### config.mk
export PLATFORM = sky130hd
export DESIGN_NAME = dmCache
export DESIGN_NICKNAME = d
export VERILOG_FILES = /design/src/rtl/dmCachePkg.sv /design/src/rtl/dmCacheCtrl.sv /design/src/rtl/dmCacheDatapath.sv /design/src/rtl/dmCache.sv
export SDC_FILE = /design/constraint.sdc
export NUM_CORES = 1
export LEC_CHECK = 0
export CAP_MARGIN = 20
export CORE_MARGIN = 10
export CORE_UTILIZATION = 30
export CTS_CLUSTER_DIAMETER = 40
export DETAILED_ROUTE_END_ITERATION = 10
export GPL_TIMING_DRIVEN = 0
export PLACE_DENSITY = 0.48
export SYNTH_ARGS = -nofsm -noshare
export SYNTH_HDL_FRONTEND = slang
export SYNTH_SLANG_ARGS = --single-unit
### constraint.sdc
create_clock -name clk -period 13.66 [get_ports clk]
set_input_delay 3.415 -clock clk [delete_from_list [all_inputs] [get_ports clk]]
set_output_delay 3.415 -clock clk [all_outputs]
set_load 0.05 [all_outputs]
### src/rtl/dmCachePkg.sv
`timescale 1ns/1ps
package dmCachePkg;

  typedef enum logic [2:0] {
    ST_CLEAR,
    ST_IDLE,
    ST_CHECK,
    ST_EVICT,
    ST_FILL,
    ST_STORE
  } ctrlState_t;

  // which address/data the memory port presents
  typedef enum logic [1:0] {
    SRC_FILL,
    SRC_EVICT,
    SRC_STORE
  } memSrc_t;

  // strobes from control to datapath
  typedef struct packed {
    logic    capture;    // latch processor request
    logic    hitWrite;   // write store word into line
    logic    fillWrite;  // write memory word into line
    logic    fillDone;   // install tag, set valid, clear dirty
    logic    markDirty;  // set dirty of indexed line
    logic    clearLine;  // invalidate line selected by walk index
    logic    respLoad;   // produce response pulse and data
    memSrc_t memSrc;
  } dpStrobe_t;

endpackage

### src/rtl/dmCacheCtrl.sv
`timescale 1ns/1ps
module dmCacheCtrl
  import dmCachePkg::*;
#(
  parameter int INDEX_W    = 3,
  parameter int WORD_SEL_W = 2,
  parameter bit WRITE_BACK = 1'b1
) (
  input  logic                  clk,
  input  logic                  rst,
  input  logic                  cpuReq,
  input  logic                  hit,
  input  logic                  victimDirty,
  input  logic                  reqWrite,
  input  logic                  memReady,
  output dpStrobe_t             stb,
  output logic [INDEX_W-1:0]    walkIdx,
  output logic [WORD_SEL_W-1:0] wordCnt,
  output logic                  cpuStall,
  output logic                  memReq,
  output logic                  memWe
);

  localparam int LINES = 1 << INDEX_W;
  localparam int WORDS = 1 << WORD_SEL_W;

  ctrlState_t state, nextState;
  logic lastWord, lastLine;

  assign lastWord = (wordCnt == WORD_SEL_W'(WORDS - 1));
  assign lastLine = (walkIdx == INDEX_W'(LINES - 1));
  assign cpuStall = (state != ST_IDLE);

  always_comb begin
    stb        = '0;
    stb.memSrc = SRC_FILL;
    nextState  = state;
    memReq     = 1'b0;
    memWe      = 1'b0;
    case (state)
      ST_CLEAR: begin
        stb.clearLine = 1'b1;
        if (lastLine) nextState = ST_IDLE;
      end
      ST_IDLE: begin
        if (cpuReq) begin
          stb.capture = 1'b1;
          nextState   = ST_CHECK;
        end
      end
      ST_CHECK: begin
        if (hit) begin
          if (!reqWrite) begin
            stb.respLoad = 1'b1;
            nextState    = ST_IDLE;
          end else begin
            stb.hitWrite = 1'b1;
            if (WRITE_BACK) begin
              stb.markDirty = 1'b1;
              stb.respLoad  = 1'b1;
              nextState     = ST_IDLE;
            end else begin
              nextState = ST_STORE;
            end
          end
        end else if (WRITE_BACK && victimDirty) begin
          nextState = ST_EVICT;
        end else begin
          nextState = ST_FILL;
        end
      end
      ST_EVICT: begin
        memReq     = 1'b1;
        memWe      = 1'b1;
        stb.memSrc = SRC_EVICT;
        if (memReady && lastWord) nextState = ST_FILL;
      end
      ST_FILL: begin
        memReq     = 1'b1;
        stb.memSrc = SRC_FILL;
        if (memReady) begin
          stb.fillWrite = 1'b1;
          if (lastWord) begin
            stb.fillDone = 1'b1;
            nextState    = ST_CHECK;  // replay the stalled request
          end
        end
      end
      ST_STORE: begin
        memReq     = 1'b1;
        memWe      = 1'b1;
        stb.memSrc = SRC_STORE;
        if (memReady) begin
          stb.respLoad = 1'b1;
          nextState    = ST_IDLE;
        end
      end
      default: nextState = ST_CLEAR;
    endcase
  end

  always_ff @(posedge clk) begin
    if (rst) begin
      state   <= ST_CLEAR;
      walkIdx <= '0;
      wordCnt <= '0;
    end else begin
      state <= nextState;
      if (state == ST_CLEAR) walkIdx <= walkIdx + 1'b1;
      if (state == ST_CHECK) begin
        wordCnt <= '0;
      end else if ((state == ST_EVICT || state == ST_FILL) && memReady) begin
        wordCnt <= wordCnt + 1'b1;
      end
    end
  end

endmodule

### src/rtl/dmCacheDatapath.sv
`timescale 1ns/1ps
module dmCacheDatapath
  import dmCachePkg::*;
#(
  parameter int ADDR_W     = 32,
  parameter int DATA_W     = 32,
  parameter int INDEX_W    = 3,
  parameter int WORD_SEL_W = 2,
  parameter bit KEEP_DIRTY = 1'b1
) (
  input  logic                  clk,
  input  logic                  rst,
  input  dpStrobe_t             stb,
  input  logic [INDEX_W-1:0]    walkIdx,
  input  logic [WORD_SEL_W-1:0] wordCnt,
  input  logic                  cpuWe,
  input  logic [ADDR_W-1:0]     cpuAddr,
  input  logic [DATA_W-1:0]     cpuWdata,
  input  logic [DATA_W-1:0]     memRdata,
  output logic                  hit,
  output logic                  victimDirty,
  output logic                  reqWrite,
  output logic                  rspValid,
  output logic [DATA_W-1:0]     rspData,
  output logic [ADDR_W-1:0]     memAddr,
  output logic [DATA_W-1:0]     memWdata
);

  localparam int BYTE_W = $clog2(DATA_W / 8);
  localparam int TAG_W  = ADDR_W - INDEX_W - WORD_SEL_W - BYTE_W;
  localparam int LINES  = 1 << INDEX_W;
  localparam int WORDS  = 1 << WORD_SEL_W;
  localparam int WADDR_W = ADDR_W - BYTE_W;

  // captured request (word address only; byte offset is not used)
  logic [WADDR_W-1:0] reqWordAddr;
  logic [DATA_W-1:0]  reqData;
  logic               reqWe;
  logic               unusedByteBits;

  logic [TAG_W-1:0]      reqTag;
  logic [INDEX_W-1:0]    reqIdx;
  logic [WORD_SEL_W-1:0] reqWord;

  logic [TAG_W-1:0]  tagMem  [LINES];
  logic [DATA_W-1:0] dataMem [LINES][WORDS];
  logic [LINES-1:0]  validBits;
  logic [LINES-1:0]  dirtyBits;

  assign unusedByteBits = ^cpuAddr[BYTE_W-1:0];

  assign reqTag   = reqWordAddr[WADDR_W-1 -: TAG_W];
  assign reqIdx   = reqWordAddr[WORD_SEL_W +: INDEX_W];
  assign reqWord  = reqWordAddr[WORD_SEL_W-1:0];
  assign reqWrite = reqWe;

  always_ff @(posedge clk) begin
    if (stb.capture) begin
      reqWordAddr <= cpuAddr[ADDR_W-1:BYTE_W];
      reqData     <= cpuWdata;
      reqWe       <= cpuWe;
    end
  end

  // line storage: fill words come from memory, store words from the request
  always_ff @(posedge clk) begin
    if (stb.fillWrite) dataMem[reqIdx][wordCnt] <= memRdata;
    if (stb.hitWrite)  dataMem[reqIdx][reqWord] <= reqData;
    if (stb.fillDone)  tagMem[reqIdx]           <= reqTag;
  end

  always_ff @(posedge clk) begin
    if (stb.clearLine) begin
      validBits[walkIdx] <= 1'b0;
    end else if (stb.fillDone) begin
      validBits[reqIdx] <= 1'b1;
    end
  end

  // dirty tracking exists only for the write-back variant
  generate
    if (KEEP_DIRTY) begin : gDirty
      always_ff @(posedge clk) begin
        if (stb.clearLine) begin
          dirtyBits[walkIdx] <= 1'b0;
        end else if (stb.fillDone) begin
          dirtyBits[reqIdx] <= 1'b0;
        end else if (stb.markDirty) begin
          dirtyBits[reqIdx] <= 1'b1;
        end
      end
    end else begin : gNoDirty
      assign dirtyBits = '0;
    end
  endgenerate

  assign hit         = validBits[reqIdx] && (tagMem[reqIdx] == reqTag);
  assign victimDirty = validBits[reqIdx] && dirtyBits[reqIdx];

  always_comb begin
    case (stb.memSrc)
      SRC_EVICT: memAddr = {tagMem[reqIdx], reqIdx, wordCnt, {BYTE_W{1'b0}}};
      SRC_STORE: memAddr = {reqWordAddr, {BYTE_W{1'b0}}};
      default:   memAddr = {reqTag, reqIdx, wordCnt, {BYTE_W{1'b0}}};
    endcase
  end

  assign memWdata = (stb.memSrc == SRC_STORE) ? reqData : dataMem[reqIdx][wordCnt];

  always_ff @(posedge clk) begin
    if (rst) begin
      rspValid <= 1'b0;
    end else begin
      rspValid <= stb.respLoad;
    end
    if (stb.respLoad) rspData <= dataMem[reqIdx][reqWord];
  end

endmodule

### src/rtl/dmCache.sv
`timescale 1ns/1ps
module dmCache
  import dmCachePkg::*;
#(
  parameter int ADDR_W     = 32,
  parameter int DATA_W     = 32,
  parameter int INDEX_W    = 3,
  parameter int WORD_SEL_W = 2,
  parameter bit WRITE_BACK = 1'b1
) (
  input  logic              clk,
  input  logic              rst,
  input  logic              cpuReq,
  input  logic              cpuWe,
  input  logic [ADDR_W-1:0] cpuAddr,
  input  logic [DATA_W-1:0] cpuWdata,
  output logic              cpuStall,
  output logic              rspValid,
  output logic [DATA_W-1:0] rspData,
  output logic              memReq,
  output logic              memWe,
  output logic [ADDR_W-1:0] memAddr,
  output logic [DATA_W-1:0] memWdata,
  input  logic              memReady,
  input  logic [DATA_W-1:0] memRdata
);

  dpStrobe_t             stb;
  logic [INDEX_W-1:0]    walkIdx;
  logic [WORD_SEL_W-1:0] wordCnt;
  logic                  hit, victimDirty, reqWrite;

  dmCacheCtrl #(
    .INDEX_W   (INDEX_W),
    .WORD_SEL_W(WORD_SEL_W),
    .WRITE_BACK(WRITE_BACK)
  ) uCtrl (
    .clk        (clk),
    .rst        (rst),
    .cpuReq     (cpuReq),
    .hit        (hit),
    .victimDirty(victimDirty),
    .reqWrite   (reqWrite),
    .memReady   (memReady),
    .stb        (stb),
    .walkIdx    (walkIdx),
    .wordCnt    (wordCnt),
    .cpuStall   (cpuStall),
    .memReq     (memReq),
    .memWe      (memWe)
  );

  dmCacheDatapath #(
    .ADDR_W    (ADDR_W),
    .DATA_W    (DATA_W),
    .INDEX_W   (INDEX_W),
    .WORD_SEL_W(WORD_SEL_W),
    .KEEP_DIRTY(WRITE_BACK)
  ) uDp (
    .clk        (clk),
    .rst        (rst),
    .stb        (stb),
    .walkIdx    (walkIdx),
    .wordCnt    (wordCnt),
    .cpuWe      (cpuWe),
    .cpuAddr    (cpuAddr),
    .cpuWdata   (cpuWdata),
    .memRdata   (memRdata),
    .hit        (hit),
    .victimDirty(victimDirty),
    .reqWrite   (reqWrite),
    .rspValid   (rspValid),
    .rspData    (rspData),
    .memAddr    (memAddr),
    .memWdata   (memWdata)
  );

endmodule

==> Flow_metrics.wiki <==
{| class="wikitable"
! Metric !! Value
|-
| Outcome || completed
|-
| Routability congestion estimate from global placement || 0.754
|-
| Number of distinct library cells after synthesis || 56
|-
| Kind of critical path || reg2out
|-
| Largest stage delay on the critical path || 0.85 ns
|-
| DIE HEIGHT || 449 um
|-
| Core area || 183,000 um^2
|-
| Part of the total power dissipated in sequential elements || 44.8%
|-
| Unrepaired setup endpoints after global routing || no
|-
| Clock-pin slew of the registers on the worst-case setup and hold paths || 0.05 ns
|-
| Number of logic stages on the critical path including buffering || 10
|-
| Syn. warnings || 0
|-
| Vias || 28,500
|-
| Starting Density || 30.1%
|-
| Required time reported for the critical path endpoint || 10.24 ns
|-
| Post-cts sizing count || 0
|-
| Startpoint of the most critical hold path || uDp.validBits[6]$_DFFE_PP_
|-
| Clock H-tree levels || 4
|-
| Setup violators final || 0
|-
| Maxcap violations || 0
|-
| Critical Path Sink Type || primary output
|-
| TritonCTS Buffers || 205
|-
| Total GRT Usage || 16.1%
|-
| Worst slew margin || 18.6%
|-
| Worst ir drop on vdd || 0.0906 mV
|-
| Portion of the clock cycle consumed by the worst path in the final layout || 68.3%
|-
| Leakage power of the design || 22.2 nW
|-
| Post-CTS Repair Setup Buffers || 0
|-
| Critical path cell sequence || buf_6 > buf_2 > buf_2 > clkbuf_1 > clkbuf_1 > mux4_2 > mux2_2 > mux4_2 > mux2_2 > clkdlybuf4s50_1
|-
| Final number of max-transition violations || 0
|-
| Area enclosed by the die boundary || 202,000 um^2
|-
| Post-synth ARST share || 0%
|-
| Int Power || 8.02 mW
|-
| WL per Instance || 29.0 um
|-
| Ant diodes || 0
|-
| Synthesized instance count || 2,582
|-
| Maximum number of pins on one net before global-route repair || 26
|-
| Post-DP HPWL || 116,000 um
|-
| Average via count per standard cell || 4.99
|-
| Worst Hold Depth || 1
|-
| Setup TNS || 0 ns
|-
| Average cell area after synthesis || 21.4 um^2
|-
| Mapped cell area || 55,200 um^2
|-
| R2R Path End || uDp.dataMem[3][12]$_DFFE_PP_
|-
| Port-buffer cells || 196
|-
| Detail Route Antenna Nets || 0
|-
| Number of global-route vias before repair || 29,500
|-
| Switching part of the total power || 21.5%
|-
| Antenna violations before repair || 9
|-
| Clock share of power || 52.8%
|-
| Final Hold Viols || 0
|-
| First-pass detailed-route iteration total || 7
|-
| Clock period minus final worst setup slack || 9.33 ns
|-
| Wire length of the first global-routing pass || 232,000 um
|-
| CP max FO || 10
|-
| I/O pin cnt || 201
|-
| Dominant synthesized flop cell || edfxtp_1
|-
| Area growth from synthesis to layout || 25.9%
|-
| Core Rows || 157
|-
| Count of flip-flops with a built-in enable after synthesis || 1,335
|-
| Hold Path Sink || uDp.validBits[6]$_DFFE_PP_
|-
| Fill cell instance count of the final layout || 16,700
|-
| Flip-flop and latch count after synthesis || 1,347
|-
| Slack of the worst reg-to-reg path || 8.25 ns
|-
| Layout cells sized above 1 || 36.2%
|-
| CTS tree || done
|-
| Crit path max-delay family || buffers and inverters
|-
| Remaining DRCs || 0
|-
| Worst path setup slack after routing || 4.33 ns
|-
| Switching pwr || 2.20 mW
|-
| Clk root buf || clkbuf_16
|-
| Cells on worst reg2reg path || 11
|-
| Worst-Skew Late Latency || 0.83 ns
|-
| Slowest-stage cell, CP || clkbuf_1
|-
| Maximum buffer depth of the clock tree || 3
|-
| Hold WC Path Type || reg2reg
|-
| Pin slew with the least headroom to its limit || 1.22 ns
|-
| Post-CTS Hold Fix Bufs || 0
|-
| Die X-Extent || 449 um
|-
| First-iteration detailed-routing DRC count || 2,373
|-
| Launching element type of the critical path || register
|-
| Total Nets Final || 3,175
|-
| F_max || 107 MHz
|-
| Setup Slack @ Placement || 4.94 ns
|-
| Share of synthesized area occupied by flip-flops and latches || 73.1%
|-
| Data arrival at the endpoint of the critical path || 5.92 ns
|-
| Drt total wl || 166,000 um
|-
| Count of buffering cells on the critical path with inverters included || 6
|-
| Combinational share of power || 2.4%
|-
| Count of clock tree sinks || 1,347
|-
| Sum of overflow across all layers after global routing || 0
|-
| Worst clock skew || 0.0548 ns
|-
| Total power per unit cell area || 147 nW/um^2
|}
==> cells in the final DEF, fill, tap and decap left out, types with 10 or more instances in the layout <==
cell	synthesis	layout
a21oi_4	0	32
a22o_1	16	16
a22oi_1	14	14
buf_12	0	57
buf_2	38	38
buf_4	10	10
buf_6	14	17
buf_8	0	13
bufinv_16	0	27
clkbuf_1	80	105
clkbuf_16	0	207
clkdlybuf4s50_1	0	196
clkinv_1	0	21
clkinv_2	0	12
clkinv_4	0	21
clkinvlp_4	0	20
dfxtp_1	12	12
edfxtp_1	1335	1335
inv_1	14	14
inv_6	0	28
inv_8	0	10
mux2_1	16	16
mux2_2	259	259
mux2_4	37	37
mux2i_1	53	53
mux4_2	340	340
nand2_1	56	56
nand3_1	13	13
nand4_1	13	13
nor2_1	36	27
nor3_1	10	10
o21ai_0	31	31
o22ai_1	13	12
o31ai_1	15	15
or3_1	14	14
xor2_1	10	10
==> power by group through the flow <==
stage	clock (mW)	combinational, mW	sequential, mW
after floorplan	0	0.144	4.65
after global placement	0	0.245	4.66
after detailed placement	0	0.249	4.66
after CTS	5.50	0.250	4.57
after global routing	5.68	0.267	4.57
final	5.39	0.246	4.58
==> cells in the mapped netlist (12+ instances only) <==
cell         n  share of area [%]
edfxtp_1  1335                 73
mux2_4      37                1.0
mux2_1      16               0.33
mux2_2     259                5.3
clkbuf_1    80               0.54
a21oi_1     41               0.37
a22o_1      16               0.25
a22oi_1     14               0.19
buf_6       14               0.29
o31ai_1     15               0.20
nand3_1     13               0.12
inv_1       14              0.095
mux4_2     340                 14
o22ai_1     13               0.15
o21ai_0     31               0.28
mux2i_1     53               0.96
nand4_1     13               0.15
nand2_1     56               0.38
nor2_1      36               0.24
buf_2       38               0.34
dfxtp_1     12               0.44
or3_1       14               0.16
==> worst max-delay path by stage <==
stage | startpoint | endpoint | slack [ns]
after global routing | register | memWdata[1] | 4.06
after floorplan | cpuReq | register | 6.85
after detailed placement | register | memWdata[1] | 4.94
after global placement | cpuReq | register | 2.20
after CTS | register | memWdata[1] | 4.04
final | register | memWdata[1] | 4.33
==> kinds of logic (layout without fill, tap and decap cells) <==
kind of cell / count (synthesis) / after routing / synth area share [%]
adders and majority gates: 6 / 6 / 0.136
and+or+nand+nor: 187 / 187 / 1.80
xor gates and xnor gates: 12 / 12 / 0.190
AOI/OAI and AO/OA: 158 / 158 / 1.88
muxes: 705 / 705 / 21.5
other: 1 / 2 / 0.00679
DFF: 1347 / 1347 / 73.1
buffers and inverters: 166 / 829 / 1.47
==> flip-flops by register name, summed over array words and instances (netlist names), named ones only <==
register         cells
uDp.dataMem       1024
uDp.rspData         32
uDp.reqData         32
uDp.reqWrite         1
uDp.reqWordAddr     30
uCtrl.state          3
uDp.validBits        8
uDp.tagMem         200
uCtrl.walkIdx        3
uDp.rspValid         1
uCtrl.wordCnt        2
==> layout make-up <==
class | instances | area, um^2 | share of cell area, %
buffer | 151 | 759 | 1.09
inverter | 15 | 56.3 | 0.0810
clock inverter | 151 | 1910 | 2.74
clock buffer | 234 | 5280 | 7.60
tap | 2464 | 3080 | 4.44
timing repair buffer | 278 | 3580 | 5.15
multi-input combinational | 1070 | 14500 | 20.9
sequential | 1347 | 40300 | 58.0
==> routing by layer <==
metal / track usage (%) / up-vias / share of wire (%)
met2: 26.6 / 818 / 49
met4: 3.57 / 8 / 1.8
li1: - / 11900 / -
met1: 22.0 / 15500 / 44
met5: 0 / - / 0.025
met3: 3.02 / 221 / 5.0
==> metrics by stage <==
stage	area, um^2	std cells	hold WS, ns	total power, mW	util, %
floorplan	55200	2583	0.523	4.80	-
CTS	69500	5707	0.596	10.3	37.9
finish	69500	5710	0.596	10.2	38.0
global placement	60200	5243	0.569	4.90	32.9
global route	69500	5710	0.606	10.5	38.0
detailed placement	62300	5322	0.584	4.91	34.0
Power figures use the tool's default switching activity.
